$ cat src/rtl/hazard_unit.sv
module hazard_unit #(
  parameter int REG_W = 5,
  parameter bit WB_WRITE_THROUGH = 1'b0
) (
  input  logic             clk,
  input  logic             rst_n,
  input  logic             dec_valid,
  input  logic [REG_W-1:0] dec_rs1,
  input  logic             dec_rs1_used,
  input  logic [REG_W-1:0] dec_rs2,
  input  logic             dec_rs2_used,
  input  logic [REG_W-1:0] dec_rd,
  input  logic             dec_wen,
  input  logic             dec_load,
  output logic [1:0]       fwd_a,
  output logic [1:0]       fwd_b,
  output logic             stall
);

  localparam logic [1:0] SEL_RF = 2'd0;
  localparam logic [1:0] SEL_EX = 2'd1;
  localparam logic [1:0] SEL_MEM = 2'd2;
  localparam logic [1:0] SEL_WB = 2'd3;
  localparam logic [1:0] SEL_WBK = WB_WRITE_THROUGH ? SEL_RF : SEL_WB;

  logic [REG_W-1:0] ex_rd, mem_rd, wb_rd;
  logic             ex_we, mem_we, wb_we;
  logic             ex_ld;

  function automatic logic [1:0] pick(input logic used, input logic [REG_W-1:0] rs,
                                      input logic xe, input logic [REG_W-1:0] xr,
                                      input logic me, input logic [REG_W-1:0] mr,
                                      input logic we, input logic [REG_W-1:0] wr);
    if (!used || rs == '0) return SEL_RF;
    if (xe && xr == rs)    return SEL_EX;
    if (me && mr == rs)    return SEL_MEM;
    if (we && wr == rs)    return SEL_WBK;
    return SEL_RF;
  endfunction

  logic [1:0] sel_a, sel_b;
  assign sel_a = pick(dec_rs1_used, dec_rs1, ex_we, ex_rd, mem_we, mem_rd, wb_we, wb_rd);
  assign sel_b = pick(dec_rs2_used, dec_rs2, ex_we, ex_rd, mem_we, mem_rd, wb_we, wb_rd);

  assign fwd_a = dec_valid ? sel_a : SEL_RF;
  assign fwd_b = dec_valid ? sel_b : SEL_RF;
  assign stall = dec_valid && ex_ld && ((sel_a == SEL_EX) || (sel_b == SEL_EX));

  logic enter_we;
  assign enter_we = dec_valid && !stall && dec_wen && (dec_rd != '0);

  always_ff @(posedge clk or negedge rst_n) begin
    if (!rst_n) begin
      ex_rd  <= '0;
      mem_rd <= '0;
      wb_rd  <= '0;
      ex_we  <= 1'b0;
      mem_we <= 1'b0;
      wb_we  <= 1'b0;
      ex_ld  <= 1'b0;
    end else begin
      ex_rd  <= dec_rd;
      ex_we  <= enter_we;
      ex_ld  <= enter_we && dec_load;
      mem_rd <= ex_rd;
      mem_we <= ex_we;
      wb_rd  <= mem_rd;
      wb_we  <= mem_we;
    end
  end


  stall_once_chk: assert property (@(posedge clk) disable iff (!rst_n)
    stall |=> !stall);


  bubble_after_stall_chk: assert property (@(posedge clk) disable iff (!rst_n)
    stall |=> (fwd_a != SEL_EX && fwd_b != SEL_EX));


  stall_needs_load_chk: assert property (@(posedge clk) disable iff (!rst_n)
    stall |-> $past(dec_valid && dec_load && dec_wen && !stall));


  zero_src_chk: assert property (@(posedge clk) disable iff (!rst_n)
    (dec_rs1 == '0) |-> (fwd_a == SEL_RF));


  unused_src_chk: assert property (@(posedge clk) disable iff (!rst_n)
    (!dec_rs1_used |-> fwd_a == SEL_RF) and (!dec_rs2_used |-> fwd_b == SEL_RF));


  idle_decode_chk: assert property (@(posedge clk) disable iff (!rst_n)
    !dec_valid |-> (!stall && fwd_a == SEL_RF && fwd_b == SEL_RF));

  generate
    if (WB_WRITE_THROUGH) begin : g_wt

      no_wb_sel_chk: assert property (@(posedge clk) disable iff (!rst_n)
        fwd_a != SEL_WB && fwd_b != SEL_WB);
    end
  endgenerate

endmodule

$ cat config.mk
export PLATFORM = sky130hd
export DESIGN_NAME = hazard_unit
export DESIGN_NICKNAME = d
export VERILOG_FILES = /design/src/rtl/hazard_unit.sv
export SDC_FILE = /design/constraint.sdc
export NUM_CORES = 1
export LEC_CHECK = 0
export BUFFER_PORTS_ARGS = -buffer_cell sky130_fd_sc_hd__buf_2
export CAP_MARGIN = 20
export CORE_MARGIN = 2
export CORE_UTILIZATION = 45
export DETAILED_ROUTE_END_ITERATION = 10
export GPL_TIMING_DRIVEN = 0
export PLACE_DENSITY_LB_ADDON = 0.15
export SYNTH_ARGS = -nofsm -noshare
export SYNTH_HDL_FRONTEND = slang
export SYNTH_SLANG_ARGS = --single-unit
$ cat constraint.sdc
create_clock -name clk -period 1.37 [get_ports clk]
set_input_delay 0.137 -clock clk [delete_from_list [all_inputs] [get_ports clk]]
set_output_delay 0.137 -clock clk [all_outputs]
set_load 0.1 [all_outputs]
# Word-level counts from Yosys, hierarchy flattened

Cells that the tools add are included.

Eq/ne operators: 8
Muxes and demuxes: 38
Reduce and logical (&&, ||, !) cells: 21

Operators by type and width:

| kind                                                                  | count |
|---|---|
| 2-bit 2-to-1 mux                                                      | 18 |
| 5-bit equality test                                                   | 6 |
| 1-bit 2-to-1 mux                                                      | 20 |
| 1-bit logical AND                                                     | 12 |
| 5-bit zero test                                                       | 2 |
| 5-bit nonzero test                                                    | 1 |
| 2-bit by 1-bit equality test with 1-bit output, second input constant | 2 |
| 1-bit zero test                                                       | 3 |
| 1-bit logical OR                                                      | 3 |

Flip-flop bits (word level): 19
Input port bits: 22
Output and inout port bits: 5
Logic and storage cells: 74

# Depth between registers and ports, before layout

Gate-level depths: netlist (run 1).

Depth after elaboration: 21
Mapped depth: 5
Depth with buffers taken out: 5

# Least setup slack after synthesis (run 1)

OpenSTA, ideal clock, no wires.

Path type: flip-flop to output port
Start: register wb_rd[1]
End: output port fwd_a[0]
Data arrival time: 2.487 ns
Required time: 1.233 ns
Setup slack: -1.254 ns
Stages on the path, launching flop included: 6
Path buffers: 0
Path through: dfrtp_1 xor2_1 nor4_1 and3_1 nand2_1 a21oi_1

Word-level cells in the longest chain between the ends: 11
Elaborated cells on any way between the ends: 12
Classes of those cells: eq/ne: 1; mux: 10; reduce/logical: 1

Ends and longest elaborated chain:

| item                           | RTL line | text |
|---|---|---|
| start, declared                | 26       | `logic [REG_W-1:0] ex_rd, mem_rd, wb_rd;` |
| start signal, assigned         | 67       | `wb_rd <= mem_rd;` |
| 5-bit equality test (*)        | 37       | `if (we && wr == rs) return SEL_WBK;` |
| 1-bit logical AND (*)          | 37       |  |
| 1-bit 2-to-1 mux (2 in series) | 37       |  |
| 1-bit 2-to-1 mux               | 36       | `if (me && mr == rs) return SEL_MEM;` |
| 1-bit 2-to-1 mux               | 35       | `if (xe && xr == rs) return SEL_EX;` |
| 2-bit 2-to-1 mux (*)           | 38       | `return SEL_RF;` |
| 2-bit 2-to-1 mux (*)           | 37       |  |
| 2-bit 2-to-1 mux (*)           | 36       |  |
| 2-bit 2-to-1 mux (*)           | 35       |  |
| 2-bit 2-to-1 mux (*)           | 45       | `assign fwd_a = dec_valid ? sel_a : SEL_RF;` |
| end, declared                  | 15       | `output logic [1:0] fwd_a,` |

Every way passes the cells marked *; elsewhere a longest branch is shown, timed or not. The select of a mux whose other input is x is not followed.

# Worst setup path after layout (run 1)

Start: register mem_rd[1]
End: output port fwd_a[1]

Word-level cells in the longest chain between the ends: 9
Elaborated cells on any way between the ends: 12
Classes of those cells: eq/ne: 1; mux: 10; reduce/logical: 1

Ends and longest elaborated chain:

| item                                                        | RTL line | text |
|---|---|---|
| start, declared                                             | 26       |  |
| start signal, assigned                                      | 65       | `mem_rd <= ex_rd;` |
| 5-bit equality test (*)                                     | 36       |  |
| 1-bit logical AND (*)                                       | 36       |  |
| 2-bit 2-to-1 mux / 1-bit 2-to-1 mux (equally long branches) | 36       |  |
| 2-bit 2-to-1 mux / 1-bit 2-to-1 mux (equally long branches) | 37, 36   |  |
| 2-bit 2-to-1 mux / 1-bit 2-to-1 mux (equally long branches) | 38, 35   |  |
| 2-bit 2-to-1 mux (*)                                        | 37       |  |
| 2-bit 2-to-1 mux (*)                                        | 36       |  |
| 2-bit 2-to-1 mux (*)                                        | 35       |  |
| 2-bit 2-to-1 mux (*)                                        | 45       |  |

Marked as above.

==> run_results.csv, run 1 <==
group,metric,value,unit
synthesis,synthAdderAreaFrac,0,%
clocking,clk_pin_slew_worst_paths,0.10,ns
timing,setup_viol,7,
timing,fin_worst_skew,0.00674,ns
die,core_area,1980,um2
clocking,cts-root-buf,"clkbuf_4",
layout,fin_area,1420,um2
detailed_routing,drtIter0Drc,5,
clocking,htreeDepth,1,
timing,hold_viol,0,
synthesis,ys_seq_elements,19,
synthesis,yosysTopAreaCell,"dfrtp_1",
global_route,track_usage,18.6,%
hold_path,min_path_type,"input pin to register",
timing,fin_crit_sh,152,%
detailed_routing,drt-pass1-iter-count,3,
synthesis,synth_cell_types,15,
die,rows,16,
synthesis,yosysMostFrequentCell,"xor2_1",
clocking,cts.sinks,19,
placed_design,place.port_buffers,26,
synthesis,yosys.area_share.simple,18.9,%
worst_setup_path,start_kind,"register",
timing,worst_slack,-0.717,ns
worst_setup_path,worstPathMaxFanout,3,
timing,fmax,0.479,GHz
outcome,failed_checks,"negative setup slack",
worst_setup_path,crit_path_end_kind,"output port",
worst_setup_path,cp_data_arrival_time,1.95,ns
synthesis,synth_xor_area_share,27.6,%
global_route,antenna_found_initial,0,
synthesis,yosysWarnings,0,
global_route,grt_pass1_vias,784,
placed_design,placed_area,1160,um2
layout,utilization,71.7,%
detailed_routing,ant_nets,0,
synthesis,synth_nets,108,
die,die_h,50.0,um
placed_design,place_hpwl,1530,um
synthesis,synth_edf_count,0,
detailed_routing,routed_via_density,5.07,
die,start_util,48.1,%
outcome,status,"complete, but fails checks",
clocking,cts_tree,"yes",
global_route,grt_max_degree,20,
synthesis,synthCells,86,
timing,slew_headroom,73.0,%
synthesis,avgSynthCellArea,11.1,um2
pwr,power.switching,294,uW
timing,tightestPinTransition,0.405,ns
timing,fin_crit,2.09,ns
clocking,clockBufferDepth,2,
pwr,power,1090,uW
global_route,grt_pass1_wl,3420,um
pwr,power_frac_comb,18.7,%
synthesis,ys_seq_area_share,49.9,%
layout,antenna_cells,0,
pwr,internal_power,797,uW
clocking,clock_latency,0.30,ns
pwr,pwr-share-seq,56.5,%
synthesis,synthArstFlopShare,100,%
synthesis,synth_mux_area_share,0,%
detailed_routing,vias,786,
layout,drive_gt1_share,36.7,%
timing,maxSlewViolCount,0,
synthesis,yosys.area.top_type_share,49.9,%
synthesis,synthFlopType,"dfrtp_1",
pwr,sw_frac_of_total,27.0,%
global_route,grt-ovfl-total,0,
layout,nNetsFinal,151,
timing,rsz0062_at_grt,"true",
synthesis,synth_top_family_by_area,"XOR/XNOR gates",
pwr,pwr-share-clk,24.8,%
detailed_routing,wl_per_cell,14.4,um
clocking,numCtsBuffers,3,
detailed_routing,drc_errors,0,
synthesis,synth_compound_area_share,3.67,%
die,die_area,2500,um2
pwr,p_leak,0.000590,uW
die,io_pins,27,
timing,setup_tns,-3.81,ns
synthesis,synthTopCellsByCount,"xor2_1, dfrtp_1, nand3_1",
timing,whs,0.0679,ns
pwr,cellPowerDensity,769,nW/um2
layout,num-fill-cells,141,
synthesis,syn-cell-area,953,um2
worst_setup_path,required,1.23,ns
die,die_width,50.0,um
placed_design,place_congestion,0.880,
pwr,ir_drop,0.648,mV
job,drv_cap,0,
synthesis,synth_area_leaders,"dfrtp_1, xor2_1, xnor2_1, nor4_1, nand3_1",
worst_setup_path,worstSetupPathType,"register to output port",
layout,area_growth,48.9,%
detailed_routing,routed_wl,2240,um
-- cells in the final DEF (no fill, tap or decap) --
| master | count |
|---|---|
| nor3_1 | 4 |
| and3_1 | 2 |
| clkbuf_1 | 1 |
| dlygate4sd3_1 | 6 |
| or4_1 | 1 |
| nor4_1 | 2 |
| nand2_1 | 3 |
| a31oi_2 | 1 |
| buf_2 | 21 |
| nor4_2 | 4 |
| nand2_4 | 2 |
| nand4_1 | 2 |
| xnor2_1 | 6 |
| dfrtp_1 | 19 |
| nand3_1 | 7 |
| a21oi_4 | 2 |
| buf_12 | 5 |
| clkbuf_4 | 3 |
| o22ai_4 | 1 |
| buf_4 | 4 |
| buf_6 | 2 |
| nor2_1 | 3 |
| xor2_1 | 24 |
| a31oi_1 | 1 |
| nor3b_4 | 2 |
-- path summary, 6_finish.rpt --
check | slack (ns) | endpoint | from | depth (start not counted)
min in group asynchronous | 0.29 | ex_rd[0] | rst_n | 2
min reg2reg | 0.41 | mem_we | ex_we | 0
max reg2reg | -0.20 | ex_ld | ex_rd[3] | 6
min | 0.07 | ex_we | dec_wen | 3
max in group asynchronous | 0.79 | mem_rd[4] | rst_n | 2
max | -0.72 | fwd_a[1] | mem_rd[1] | 5
-- power by group through the flow --
stage | Combinational, uW | Clock [uW] | Sequential [uW]
finish | 204 | 271 | 616
global route | 223 | 306 | 620
CTS | 193 | 276 | 616
detailed placement | 166 | 0 | 627
global placement | 161 | 0 | 627
floorplan | 88.7 | 0 | 622
-- area by class of cell --
cell class	count	area, um2	share of cell area (%)
Clock buffer	4	26.3	1.85
Multi-Input combinational cell	67	567	39.9
Sequential cell	19	475	33.5
Tap cell	27	33.8	2.38
Timing Repair Buffer	38	318	22.4
-- stage by stage --
| stage | cells | setup WS [ns] |
|---|---|---|
| after global routing | 155 | -0.813 |
| after global placement | 139 | -0.577 |
| after floorplan | 86 | -0.647 |
| after detailed placement | 139 | -0.585 |
| after CTS | 152 | -0.676 |
| final | 155 | -0.717 |
-- timing repair --
action	in CTS	in global routing
buffers inserted	3	3
hold buffers	6	0
endpoints found under the setup margin	7	7
endpoints found under the hold margin	24	0
pin swaps	10	14
gates resized for setup	27	4
-- state kept, by name (all words and copies together), names as in the netlist --
signal / flops
wb_we: 1
ex_we: 1
mem_we: 1
ex_ld: 1
ex_rd: 5
wb_rd: 5
mem_rd: 5
-- layer usage --
| metal | GRT usage, % | share of wire, % |
|---|---|---|
| met2 | 32.2 | 52 |
| met3 | 3.03 | 4.6 |
| met4 | 6.94 | 1.5 |
| met1 | 23.1 | 42 |
| met5 | 0 | 0 |
-- logic make-up (layout without fill, tap and decap cells) --
logic type / after synthesis / after routing
compound gates: 5 / 5
simple gates: 32 / 32
buf+inv: 0 / 42
xor+xnor: 30 / 30
flops: 19 / 19
-- worst max-delay path: stages, from the launching register on --
cell and delay [ns]:
dfrtp_1 0.42, xor2_1 0.16, nor4_2 0.39, a31oi_2 0.18, nor3b_4 0.28, buf_12 0.21
(Power assumes the default switching activity.)
==> run 2, diff against run 1 <==
==> constraint.sdc (replaced) <==
create_clock -name clk -period 1.37 [get_ports clk]
set_input_delay 0.0685 -clock clk [delete_from_list [all_inputs] [get_ports clk]]
set_output_delay 0.0685 -clock clk [all_outputs]
set_load 0.1 [all_outputs]
==> run_results.csv, run 2 (same netlist as run 1, synthesis figures left out) <==
group,metric,value,unit
outcome,status,"complete, but fails checks",
outcome,failed_checks,"negative setup slack",
timing,hold_viol,0,
pwr,pwr-share-clk,24.8,%
detailed_routing,drtIter0Drc,5,
clocking,htreeDepth,1,
detailed_routing,wl_per_cell,14.5,um
clocking,numCtsBuffers,3,
pwr,power_frac_comb,18.9,%
clocking,cts_tree,"yes",
layout,nNetsFinal,152,
detailed_routing,routed_wl,2260,um
worst_setup_path,required,1.30,ns
global_route,grt-ovfl-total,0,
layout,final_cell_mix,"xor2_1, buf_2, dfrtp_1, nand3_1, dlygate4sd3_1",
die,die_area,2500,um2
detailed_routing,drc_errors,0,
timing,fin_crit_sh,147,%
layout,antenna_cells,0,
global_route,grt_pass1_vias,787,
layout,instances_no_fill,156,
worst_setup_path,r2r-start,"ex_rd[3]",
global_route,grt_max_degree,20,
clocking,cts.sinks,19,
pwr,internal_power,799,uW
die,start_util,48.1,%
pwr,pwr-share-seq,56.3,%
timing,slew_headroom,73.0,%
hold_path,min_path_type,"input pin to register",
placed_design,place.port_buffers,26,
die,io_pins,27,
worst_setup_path,ff2ff_path_depth,6,
worst_setup_path,ff2ff_setup_slack,-0.20,ns
hold_path,worstHoldEndpoint,"ex_ld",
detailed_routing,drt-pass1-iter-count,3,
global_route,grt_pass1_wl,3450,um
timing,tightestPinTransition,0.405,ns
layout,drive_gt1_share,36.4,%
die,die_h,50.0,um
placed_design,place_congestion,0.880,
global_route,track_usage,18.8,%
clocking,cts-root-buf,"clkbuf_4",
worst_setup_path,timing.rr.end,"ex_ld",
die,core_area,1980,um2
clocking,clk_pin_slew_worst_paths,0.10,ns
die,die_width,50.0,um
timing,fmax,0.495,GHz
detailed_routing,vias,787,
worst_setup_path,crit_path_end_kind,"output port",
timing,worst_slack,-0.648,ns
worst_setup_path,worstSetupPathType,"register to output port",
pwr,cellPowerDensity,765,nW/um2
clocking,clock_latency,0.30,ns
timing,fin_crit,2.02,ns
worst_setup_path,worstPathMaxFanout,3,
detailed_routing,ant_nets,0,
timing,fin_worst_skew,0.00689,ns
worst_setup_path,start_kind,"register",
pwr,sw_frac_of_total,27.0,%
global_route,antenna_found_initial,0,
job,drv_cap,0,
timing,rsz0062_at_grt,"true",
placed_design,pre_cts_ws,-0.516,ns
worst_setup_path,cp_data_arrival_time,1.95,ns
clocking,clockBufferDepth,2,
detailed_routing,routed_via_density,5.04,
pwr,p_leak,0.000595,uW
layout,layout_commonest_cell,"xor2_1",
pwr,power.switching,295,uW
die,rows,16,
timing,maxSlewViolCount,0,
timing,setup_viol,7,
hold_path,hp-start,"dec_load",
layout,area_growth,50.0,%
layout,largestRegisters,"ex_rd: 5 flops, mem_rd: 5 flops, wb_rd: 5 flops",
pwr,ir_drop,0.656,mV
hold_path,min_path_cells,3,
placed_design,place_hpwl,1530,um
placed_design,placed_cells,139,
==> run 2: area by class of cell <==
type / count / area, um2
clock buffer: 4 / 26.3
fill: 137 / 552
multi-input combinational: 67 / 567
sequential: 19 / 475
tap: 27 / 33.8
timing repair buffer: 39 / 328
==> run 2: metrics by stage <==
| stage | TNS, ns | hold WS [ns] | power (uW) | util [%] | cell area (um2) |
|---|---|---|---|---|---|
| 5_1_grt | -4.15 | 0.0422 | 1150 | 72.2 | 1430 |
| 6_report | -3.47 | 0.0180 | 1090 | 72.2 | 1430 |
| 3_3_place_gp | -2.68 | 0.0129 | 788 | 58.5 | 1160 |
| 3_5_place_dp | -2.75 | 0.0185 | 793 | 58.5 | 1160 |
| 2_1_floorplan | -3.13 | -0.227 | 711 | - | 996 |
| 4_1_cts | -3.22 | 0.0165 | 1090 | 70.0 | 1390 |
==> run 2: layer usage <==
layer / wire, um / GRT usage [%] / vias up / share of wire [%]
li1: - / - / 388 / -
met1: 949 / 23.3 / 366 / 42
met2: 1170 / 32.5 / 28 / 52
met3: 102 / 3.03 / 5 / 4.5
met4: 34 / 6.94 / 0 / 1.5
met5: 0 / 0 / - / 0
==> run 2: power by group through the flow <==
stage          combinational [uW]  clock, uW  sequential [uW]
2_1_floorplan                88.7          0              622
3_3_place_gp                  161          0              627
3_5_place_dp                  166          0              627
4_1_cts                       195        276              616
5_1_grt                       225        306              620
6_report                      207        271              616
==> run 2: critical path, stage by stage (launching register included) <==
cell and delay, ns:
dfrtp_1 0.42, xor2_1 0.16, nor4_2 0.39, a31oi_2 0.18
nor3b_4 0.28, buf_12 0.21
==> run 2: worst max path at each step <==
| stage | start | end | slack, ns | cells past startpoint |
|---|---|---|---|---|
| 5_1_grt | wb_rd[1] | fwd_a[1] | -0.74 | 6 |
| 4_1_cts | wb_rd[2] | fwd_b[1] | -0.61 | 6 |
| 3_3_place_gp | ex_rd[2] | stall | -0.51 | 5 |
| 2_1_floorplan | mem_rd[2] | fwd_a[1] | -0.58 | 4 |
| 6_report | mem_rd[1] | fwd_a[1] | -0.65 | 5 |
| 3_5_place_dp | ex_rd[2] | stall | -0.52 | 5 |
==> run 2: repair_timing <==
action,4_1_cts,5_1_grt
hold endpoints to repair,25,0
hold buffers,7,0
buffers inserted,3,3
setup endpoints to repair,7,7
resized for setup,27,4
pin swaps,10,14
